<file path="src/rtl/actr_pkg.sv">
package actr_pkg;

  localparam int ID_W     = 64;
  localparam int MAX_CTR  = 16;
  localparam int CLASS_W  = 6;
  localparam logic [CLASS_W-1:0] TRAP_CLASS = 6'h18;

  typedef enum logic [1:0] {LVL0 = 2'd0, LVL1 = 2'd1, LVL2 = 2'd2, LVL3 = 2'd3} lvl_e;

  typedef struct packed {
    logic grp_present;
    logic user_en;
    logic lvl2_on;
    logic lvl2_route;
    logic lvl2_trap;
    logic lvl3_on;
    logic lvl3_trap;
    logic undef_first;
    logic undef_sel;
  } ctl_t;

  // one-hot {read, undef, trap}
  typedef enum logic [2:0] {
    OUT_NONE  = 3'b000,
    OUT_READ  = 3'b100,
    OUT_UNDEF = 3'b010,
    OUT_TRAP  = 3'b001
  } out_e;

  typedef struct packed {
    out_e       kind;
    logic [1:0] tgt;
  } verdict_t;

  // Priority chain deciding a read request outcome.
  function automatic verdict_t judge(input lvl_e lvl, input ctl_t c);
    verdict_t v;
    logic     l3_gate;
    l3_gate = c.lvl3_on && c.lvl3_trap;
    v.kind  = OUT_READ;
    v.tgt   = 2'd0;
    if (!c.grp_present) begin
      v.kind = OUT_UNDEF;
    end else if (lvl == LVL3) begin
      v.kind = OUT_READ;
    end else if (l3_gate && c.undef_first) begin
      v.kind = OUT_UNDEF;
    end else if (lvl == LVL0 && !c.user_en) begin
      v.kind = OUT_TRAP;
      v.tgt  = (c.lvl2_on && c.lvl2_route) ? 2'd2 : 2'd1;
    end else if (lvl != LVL2 && c.lvl2_on && c.lvl2_trap) begin
      v.kind = OUT_TRAP;
      v.tgt  = 2'd2;
    end else if (l3_gate) begin
      v.kind = c.undef_sel ? OUT_UNDEF : OUT_TRAP;
      v.tgt  = c.undef_sel ? 2'd0 : 2'd3;
    end
    return v;
  endfunction

  function automatic logic masks_consistent(input logic [MAX_CTR-1:0] ctr,
                                            input logic [MAX_CTR-1:0] off);
    return (off & ~ctr) == '0;
  endfunction

endpackage

</file>
<file path="src/rtl/actr_id_rom.sv">
module actr_id_rom
  import actr_pkg::*;
#(
  parameter int                  NUM_CTR  = 16,
  parameter logic [NUM_CTR-1:0]  CTR_MASK = 16'hA5F3,
  parameter logic [NUM_CTR-1:0]  OFF_MASK = 16'h2161
) (
  output logic [ID_W-1:0] id_word
);
  localparam int OFF_BASE = MAX_CTR;
  localparam logic [MAX_CTR-1:0] CTR_X = MAX_CTR'(CTR_MASK);
  localparam logic [MAX_CTR-1:0] OFF_X = MAX_CTR'(OFF_MASK);

  if (NUM_CTR > MAX_CTR || NUM_CTR < 1) begin : g_bad_count
    $error("counter count out of range");
  end
  if (!masks_consistent(CTR_X, OFF_X)) begin : g_bad_mask
    $error("offset mask names a counter that is absent");
  end

  for (genvar b = 0; b < ID_W; b++) begin : g_bit
    if (b < MAX_CTR) begin : g_ctr
      assign id_word[b] = CTR_X[b];
    end else if (b < 2 * MAX_CTR) begin : g_off
      assign id_word[b] = CTR_X[b-OFF_BASE] & OFF_X[b-OFF_BASE];
    end else begin : g_zero
      assign id_word[b] = 1'b0;
    end
  end
endmodule

</file>
<file path="src/rtl/actr_access_arb.sv">
module actr_access_arb
  import actr_pkg::*;
(
  input  logic [1:0] level,
  input  ctl_t       ctl,
  output verdict_t   verdict
);
  always_comb verdict = judge(lvl_e'(level), ctl);
endmodule

</file>
<file path="src/rtl/aux_ctr_id_gate.sv">
module aux_ctr_id_gate
  import actr_pkg::*;
#(
  parameter int                  NUM_CTR  = 16,
  parameter logic [NUM_CTR-1:0]  CTR_MASK = 16'hA5F3,
  parameter logic [NUM_CTR-1:0]  OFF_MASK = 16'h2161
) (
  input  logic          clk,
  input  logic          rst_n,
  input  logic          req_valid,
  input  logic [1:0]    req_level,
  input  logic          grp_present,
  input  logic          user_en,
  input  logic          lvl2_on,
  input  logic          lvl2_route,
  input  logic          lvl2_trap,
  input  logic          lvl3_on,
  input  logic          lvl3_trap,
  input  logic          undef_first,
  input  logic          undef_sel,
  output logic          rsp_read,
  output logic          rsp_undef,
  output logic          rsp_trap,
  output logic [1:0]    rsp_target,
  output logic [5:0]    rsp_class,
  output logic [63:0]   rsp_data
);
  ctl_t            ctl;
  verdict_t        arb_verdict;
  logic [ID_W-1:0] id_word;
  out_e            kind_q;
  logic [1:0]      tgt_q;
  logic [ID_W-1:0] data_q;

  assign ctl = '{grp_present: grp_present, user_en: user_en, lvl2_on: lvl2_on,
                 lvl2_route: lvl2_route, lvl2_trap: lvl2_trap, lvl3_on: lvl3_on,
                 lvl3_trap: lvl3_trap, undef_first: undef_first, undef_sel: undef_sel};

  actr_id_rom #(.NUM_CTR(NUM_CTR), .CTR_MASK(CTR_MASK), .OFF_MASK(OFF_MASK))
    u_rom (.id_word(id_word));

  actr_access_arb u_arb (.level(req_level), .ctl(ctl), .verdict(arb_verdict));

  always_ff @(posedge clk or negedge rst_n) begin
    if (!rst_n) begin
      kind_q <= OUT_NONE;
      tgt_q  <= '0;
      data_q <= '0;
    end else if (req_valid) begin
      kind_q <= arb_verdict.kind;
      tgt_q  <= arb_verdict.tgt;
      data_q <= (arb_verdict.kind == OUT_READ) ? id_word : '0;
    end else begin
      kind_q <= OUT_NONE;
      tgt_q  <= '0;
      data_q <= '0;
    end
  end

  assign rsp_read   = kind_q[2];
  assign rsp_undef  = kind_q[1];
  assign rsp_trap   = kind_q[0];
  assign rsp_target = tgt_q;
  assign rsp_class  = kind_q[0] ? TRAP_CLASS : '0;
  assign rsp_data   = data_q;
endmodule

</file>
<file path="config.mk">
export PLATFORM = sky130hd
export DESIGN_NAME = aux_ctr_id_gate
export DESIGN_NICKNAME = d
export VERILOG_FILES = /design/src/rtl/actr_pkg.sv /design/src/rtl/actr_id_rom.sv /design/src/rtl/actr_access_arb.sv /design/src/rtl/aux_ctr_id_gate.sv
export SDC_FILE = /design/constraint.sdc
export NUM_CORES = 1
export LEC_CHECK = 0
export ABC_CLOCK_PERIOD_IN_PS = 800
export BUFFER_PORTS_ARGS = -buffer_cell sky130_fd_sc_hd__buf_2
export CAP_MARGIN = 20
export CELL_PAD_IN_SITES_DETAIL_PLACEMENT = 2
export CELL_PAD_IN_SITES_GLOBAL_PLACEMENT = 2
export CORE_ASPECT_RATIO = 1.75
export CORE_MARGIN = 1.5
export CORE_UTILIZATION = 35
export CTS_CLUSTER_SIZE = 24
export DETAILED_ROUTE_END_ITERATION = 10
export PLACE_DENSITY_LB_ADDON = 0.1
export SYNTH_ARGS = -nofsm -noshare
export SYNTH_HDL_FRONTEND = slang
export SYNTH_HIERARCHICAL = 1
export SYNTH_SLANG_ARGS = --single-unit
</file>
<file path="constraint.sdc">
create_clock -name clk -period 0.8 [get_ports clk]
set_input_delay 0.04 -clock clk [delete_from_list [all_inputs] [get_ports clk]]
set_output_delay 0.04 -clock clk [all_outputs]
set_load 0.005 [all_outputs]
</file>
==> results of run 1 <==
==> layout by cell type, fill, tap and decap left out, drive strengths merged, types with 2 or more instances in the layout <==
cell type  instances
conb              68
buf               97
and2              69
clkbuf            10
nand3              2
o21ai              2
nand2              2
bufinv             5
dfrtp             69
==> power breakdown <==
| part | leakage (nW) | internal (mW) | switching (mW) |
|---|---|---|---|
| sequential | 0.953 | 3.57 | 0.0210 |
| combinational | 1.04 | 0.245 | 0.268 |
| clock | 0.189 | 3.76 | 1.44 |
| total | 2.19 | 7.57 | 1.73 |
==> worst max path at each step <==
stage,start,cells past startpoint,endpoint
after floorplan,req_level[0],7,rsp_data[13]
after global placement,req_level[0],7,rsp_data[4]
after detailed placement,req_level[0],7,rsp_data[24]
after CTS,req_level[0],7,rsp_data[0]
after global routing,req_level[0],7,rsp_data[10]
final,req_level[0],7,rsp_data[16]
==> kinds of logic after synthesis <==
kind of cell / after synthesis / synth area share
compound gates: 9 / 0.0256
buf+inv: 78 / 0.211
flops: 69 / 0.578
other cells: 3 / 0.00377
simple gates: 78 / 0.181
==> state kept, by name, summed over array words and instances, names as in the netlist <==
name / flops
kind_q: 3
rsp_data: 64
rsp_target: 2
==> cell type report <==
cell class,instances,area [sq um]
clock buffer,10,239
clock inverter,6,158
fill,882,4550
inverter,1,3.75
multi-input combinational,155,901
sequential,69,1730
tap,115,144
timing repair buffer,99,596
==> layer usage <==
| metal | up-vias | routed length, um |
|---|---|---|
| met5 | - | 0 |
| met4 | 0 | 116 |
| met3 | 12 | 296 |
| met2 | 52 | 3120 |
| met1 | 815 | 1870 |
| li1 | 787 | - |
==> per-stage QoR <==
stage / setup TNS [ns] / util
3_3_place_gp: -9.83 / 0.395
3_5_place_dp: -10.15 / 0.395
2_1_floorplan: -6.24 / -
5_1_grt: -9.54 / 0.453
4_1_cts: -8.13 / 0.451
6_report: -6.15 / 0.453
==> critical path, stage by stage <==
cell and delay [ns]:
buf_8 0.10, a2bb2oi_4 0.17, o311ai_2 0.21, o21ai_1 0.11, and4bb_2 0.35, buf_12 0.14
and2_4 0.14
==> timing repair <==
| item | 4_1_cts | 5_1_grt |
|---|---|---|
| resized for setup | 3 | 3 |
| setup endpoints to repair | 86 | 87 |
| pin swaps | 2 | 3 |
| buffers inserted | 2 | 1 |
| cloned | 1 | 0 |
| hold buffers | 1 | 0 |
| endpoints found under the hold margin | 69 | 0 |
==> key figures, run 1 <==
Status
  • Status: finished, violations left
  • Violated checks: negative setup slack

Logic synthesis
  • Top-area cell type share of the netlist area: 0.578
  • Largest cells by area after synthesis: dfrtp_1, buf_4, and2_2, and2_1, buf_8
  • Synthesized area per cell: 12.6 sq um
  • Flop and latch count out of synthesis: 69
  • Syn Inst Count: 237
  • EDFF count, synth: 0
  • Main synth FF type: dfrtp_1
  • Syn Std Cell Area: 0.00299 sq mm
  • Most instantiated cells after synthesis: buf_4, dfrtp_1, and2_2, and2_1, buf_8
  • Async set or reset register ratio after synthesis: 1.00
  • Synth unique cells: 23
  • Post-synth top area cell: dfrtp_1
  • Register area share after synthesis: 0.578
  • Count leader, synth: buf_4
  • Synth Warn #: 6

Min path
  • Hold depth: 2
  • Min-delay src: req_valid
  • Worst Hold Class: in -> reg
  • Hold Path End: rsp_target[0]

Floorplanning
  • Die height: 125 um
  • Core Box Area: 0.00831 sq mm
  • I/O Pins: 89
  • Die area: 0.00911 sq mm
  • Starting Density: 0.359
  • Die X: 72.8 um
  • Row Count: 44

Placement
  • Placer Congestion: 0.672
  • Placed insts: 434
  • I/O Buffers: 84
  • HPWL Detailed: 3540 um
  • Place WS: -0.628 ns
  • Placed instance area: 0.00329 sq mm

Global route
  • Via count of the first global-routing pass: 1,793
  • Global Route met3 Usage: 0.0435
  • Largest net degree at the start of global routing: 70
  • First-pass GRT wire length: 8870 um
  • GR Util met1: 0.134
  • Initial antenna violation count: 0
  • Busiest grt layer: met2
  • GRT met2 Usage: 0.237
  • Gr ovfl total: 0
  • Gr usage total: 0.134

Final layout
  • Diodes inserted: 0
  • Share of layout cells above drive strength 1: 0.474
  • Final Cell Area: 0.00377 sq mm
  • Fin cells: 455
  • Area Growth Syn to Fin: 26.2%
  • Final layout net count: 349

Worst setup path
  • Data required, critical path: 1.07 ns
  • Critical Path AT: 1.27 ns
  • Crit path kind: in -> reg
  • Critical Path Source Type: input port
  • Crit-path max FO: 16
  • Crit end category: register

Timing
  • Achievable frequency: 1.00 GHz
  • Endpoints failing setup: 86
  • Hold Vio Cnt, Final: 0
  • Tcrit/Tclk final: 1.25
  • Final WS setup: -0.198 ns
  • Slew Limit Fails: 0
  • RSZ-0062 raised after global routing: yes
  • Hold slack: 0.0114 ns
  • Period minus WS final: 0.998 ns

Pwr
  • Power per cell area: 2470 mW/mm^2
  • Worst IR drop on VDD: 0.00108 V
  • Final Power: 9.30 mW
  • Leak: 2.19 nW

Clock network
  • TritonCTS Sinks: 69
  • Clock tree buffer depth: 2
  • CTS tree: yes
  • H-Tree Depth: 3
  • CTS Buf Count: 9
  • Clock transition at path regs: 0.05 ns
  • Clock root cell: clkbuf_16

Routing
  • Routed wire length per instance: 11.9 um
  • DRT antenna net count: 0
  • Total wire length: 5410 um
  • Routed vias: 1,666
  • First-pass DRT Iterations: 4
  • Initial DRC Count: 61
  • DRC viols: 0
  • DR vias/cell: 3.66

Job
  • MaxCap Viol Count: 0
(Power assumes the default switching activity.)
==> run 2: changes to the inputs <==
--- a/config.mk
+++ b/config.mk
@@ -5,13 +5,13 @@
 export SDC_FILE = /design/constraint.sdc
 export NUM_CORES = 1
 export LEC_CHECK = 0
-export ABC_CLOCK_PERIOD_IN_PS = 800
+export ABC_CLOCK_PERIOD_IN_PS = 1100
 export BUFFER_PORTS_ARGS = -buffer_cell sky130_fd_sc_hd__buf_2
 export CAP_MARGIN = 20
 export CELL_PAD_IN_SITES_DETAIL_PLACEMENT = 2
 export CELL_PAD_IN_SITES_GLOBAL_PLACEMENT = 2
 export CORE_ASPECT_RATIO = 1.75
-export CORE_MARGIN = 1.5
+export CORE_MARGIN = 8
 export CORE_UTILIZATION = 35
 export CTS_CLUSTER_SIZE = 24
 export DETAILED_ROUTE_END_ITERATION = 10
==> constraint.sdc (replaced) <==
create_clock -name clk -period 1.1 [get_ports clk]
set_input_delay 0.055 -clock clk [delete_from_list [all_inputs] [get_ports clk]]
set_output_delay 0.055 -clock clk [all_outputs]
set_load 0.005 [all_outputs]
==> key figures, run 2 (synthesis gave the netlist of run 1 again) <==
Clock network
  • Clock tree buffer depth: 2 (unchanged)
  • TritonCTS Sinks: 69 (unchanged)
  • Clock root cell: clkbuf_16
  • CTS Buf Count: 9 (unchanged)
  • CTS tree: yes
  • Clock transition at path regs: 0.05 ns (about the same)
  • H-Tree Depth: 3 (unchanged)

Final layout
  • Area Growth Syn to Fin: 22.2%
  • Most common cell after layout, fill and taps aside: buf_2
  • Diodes inserted: 0 (unchanged)
  • Final Cell Area: 0.00365 sq mm (-3.2%)
  • Most frequent cells in the layout: buf_2, dfrtp_1, conb_1
  • Fin cells: 455 (unchanged)
  • Final layout net count: 349 (unchanged)
  • Max reg flops: 64 (unchanged)
  • Storage element area: 0.00173 sq mm (unchanged)
  • # fillers: 896 (+1.6%)
  • Share of layout cells above drive strength 1: 0.465 (-0.00882)
  • Multi-input gate area: 906 sq um (+0.56%)

Min path
  • Worst Hold Class: in -> reg
  • Hold depth: 2 (unchanged)

Timing
  • Period minus WS final: 1.04 ns
  • RSZ-0062 raised after global routing: yes
  • Slew Limit Fails: 0 (unchanged)
  • Endpoints failing setup: 0 (-100%)
  • Achievable frequency: 0.959 GHz
  • Hold Vio Cnt, Final: 0 (unchanged)
  • Hold slack: 0.0267 ns (+0.0153 ns)
  • Tcrit/Tclk final: 0.948

Global route
  • Largest net degree at the start of global routing: 70 (unchanged)
  • First-pass GRT wire length: 9430 um (+6.3%)
  • Gr ovfl total: 0 (unchanged)
  • Gr usage total: 0.106 (-0.0279)
  • Initial antenna violation count: 0 (unchanged)
  • Via count of the first global-routing pass: 1,866 (+4.1%)

Worst setup path
  • Data required, critical path: 1.36 ns (+0.29 ns)
  • Slowest CP cell: and4bb_4
  • Crit-path max FO: 13 (-3)
  • Critical Path AT: 1.31 ns (+0.04 ns)
  • Buf/Inv on CP: 2 (unchanged)
  • Critical path's largest stage delay: 0.37 ns (+0.02 ns)
  • Critical Path Source Type: input port
  • Top delay family on crit path: simple AND/OR/NAND/NOR gates
  • Worst path cell trace: buf_8, a2bb2oi_4, o311ai_2, o21ai_1, and4bb_4, buf_12, and2_4
  • Crit end category: register
  • Crit path kind: in -> reg
  • WP depth: 7 (unchanged)

Routing
  • DR vias/cell: 3.69 (+0.90%)
  • First-pass DRT Iterations: 3 (-1)
  • Routed vias: 1,681 (+0.90%)
  • Total wire length: 5990 um (+11%)
  • DRC viols: 0 (unchanged)
  • DRT antenna net count: 0 (unchanged)
  • Routed wire length per instance: 13.2 um (+11%)
  • Initial DRC Count: 22 (-64%)

Placement
  • I/O Buffers: 84 (unchanged)
  • Placed instance area: 0.00329 sq mm (+0.19%)
  • HPWL Detailed: 4270 um (+21%)
  • Placed insts: 435 (+0.23%)
  • Placer Congestion: 0.691 (+2.8%)

Job
  • MaxCap Viol Count: 0 (unchanged)

Status
  • Status: finished, final reports clean

Floorplanning
  • Core Box Area: 0.00831 sq mm (unchanged)
  • Die height: 138 um (+10%)
  • Die X: 85.8 um (+18%)
  • Die area: 0.0119 sq mm (+30%)
  • Starting Density: 0.359 (unchanged)
  • I/O Pins: 89 (unchanged)
  • Row Count: 44 (unchanged)

Pwr
  • Final Power: 5.59 mW (-40%)
  • Power per cell area: 1530 mW/mm^2 (-38%)
  • Worst IR drop on VDD: 0.000988 V (-8.2%)
  • Leak: 2.13 nW (-2.5%)
-- run 2: metrics by stage --
| step | util | setup TNS, ns | worst slack (ns) |
|---|---|---|---|
| 6_report | 0.439 | 0 | 0.0571 |
| 2_1_floorplan | - | -1.94 | -0.143 |
| 5_1_grt | 0.439 | -0.0506 | -0.0140 |
| 3_5_place_dp | 0.396 | -5.62 | -0.386 |
| 4_1_cts | 0.431 | 0 | 0.00484 |
| 3_3_place_gp | 0.396 | -4.87 | -0.331 |
-- run 2: worst paths after layout --
check	endpoint	from	slack [ns]
max in group asynchronous	kind_q[1]	rst_n	0.51
worst min-delay path	kind_q[0]	req_valid	0.03
min in group asynchronous	rsp_data[21]	rst_n	0.28
worst max-delay path	rsp_data[24]	req_level[0]	0.06
-- run 2: report_power, final --
group | switching, mW | total, mW | leakage [nW] | internal [mW]
logic | 0.198 | 0.374 | 1.04 | 0.176
clock network | 0.952 | 2.60 | 0.134 | 1.65
registers | 0.0154 | 2.61 | 0.953 | 2.60
total | 1.17 | 5.59 | 2.13 | 4.42
-- run 2: per-layer routing --
layer,global-route usage,wire length (um)
met2,0.180,3300
met4,0.0753,155
met5,0,0
met3,0.0475,509
met1,0.0980,2020
-- run 2: timing repair --
action                                 CTS  global route
setup endpoints to repair               15            15
setup buffers                            0             2
hold buffers                             1             0
resized for setup                        2             8
pin swaps                                1             0
cloned                                   0             1
endpoints found under the hold margin   69             0
-- run 2: cell type report --
| cell class | instances | area share |
|---|---|---|
| Multi-Input combinational cell | 155 | 0.248 |
| Clock buffer | 15 | 0.0734 |
| Inverter | 1 | 0.00103 |
| Clock inverter | 1 | 0.00137 |
| Sequential cell | 69 | 0.473 |
| Timing Repair Buffer | 99 | 0.163 |
| Tap cell | 115 | 0.0395 |
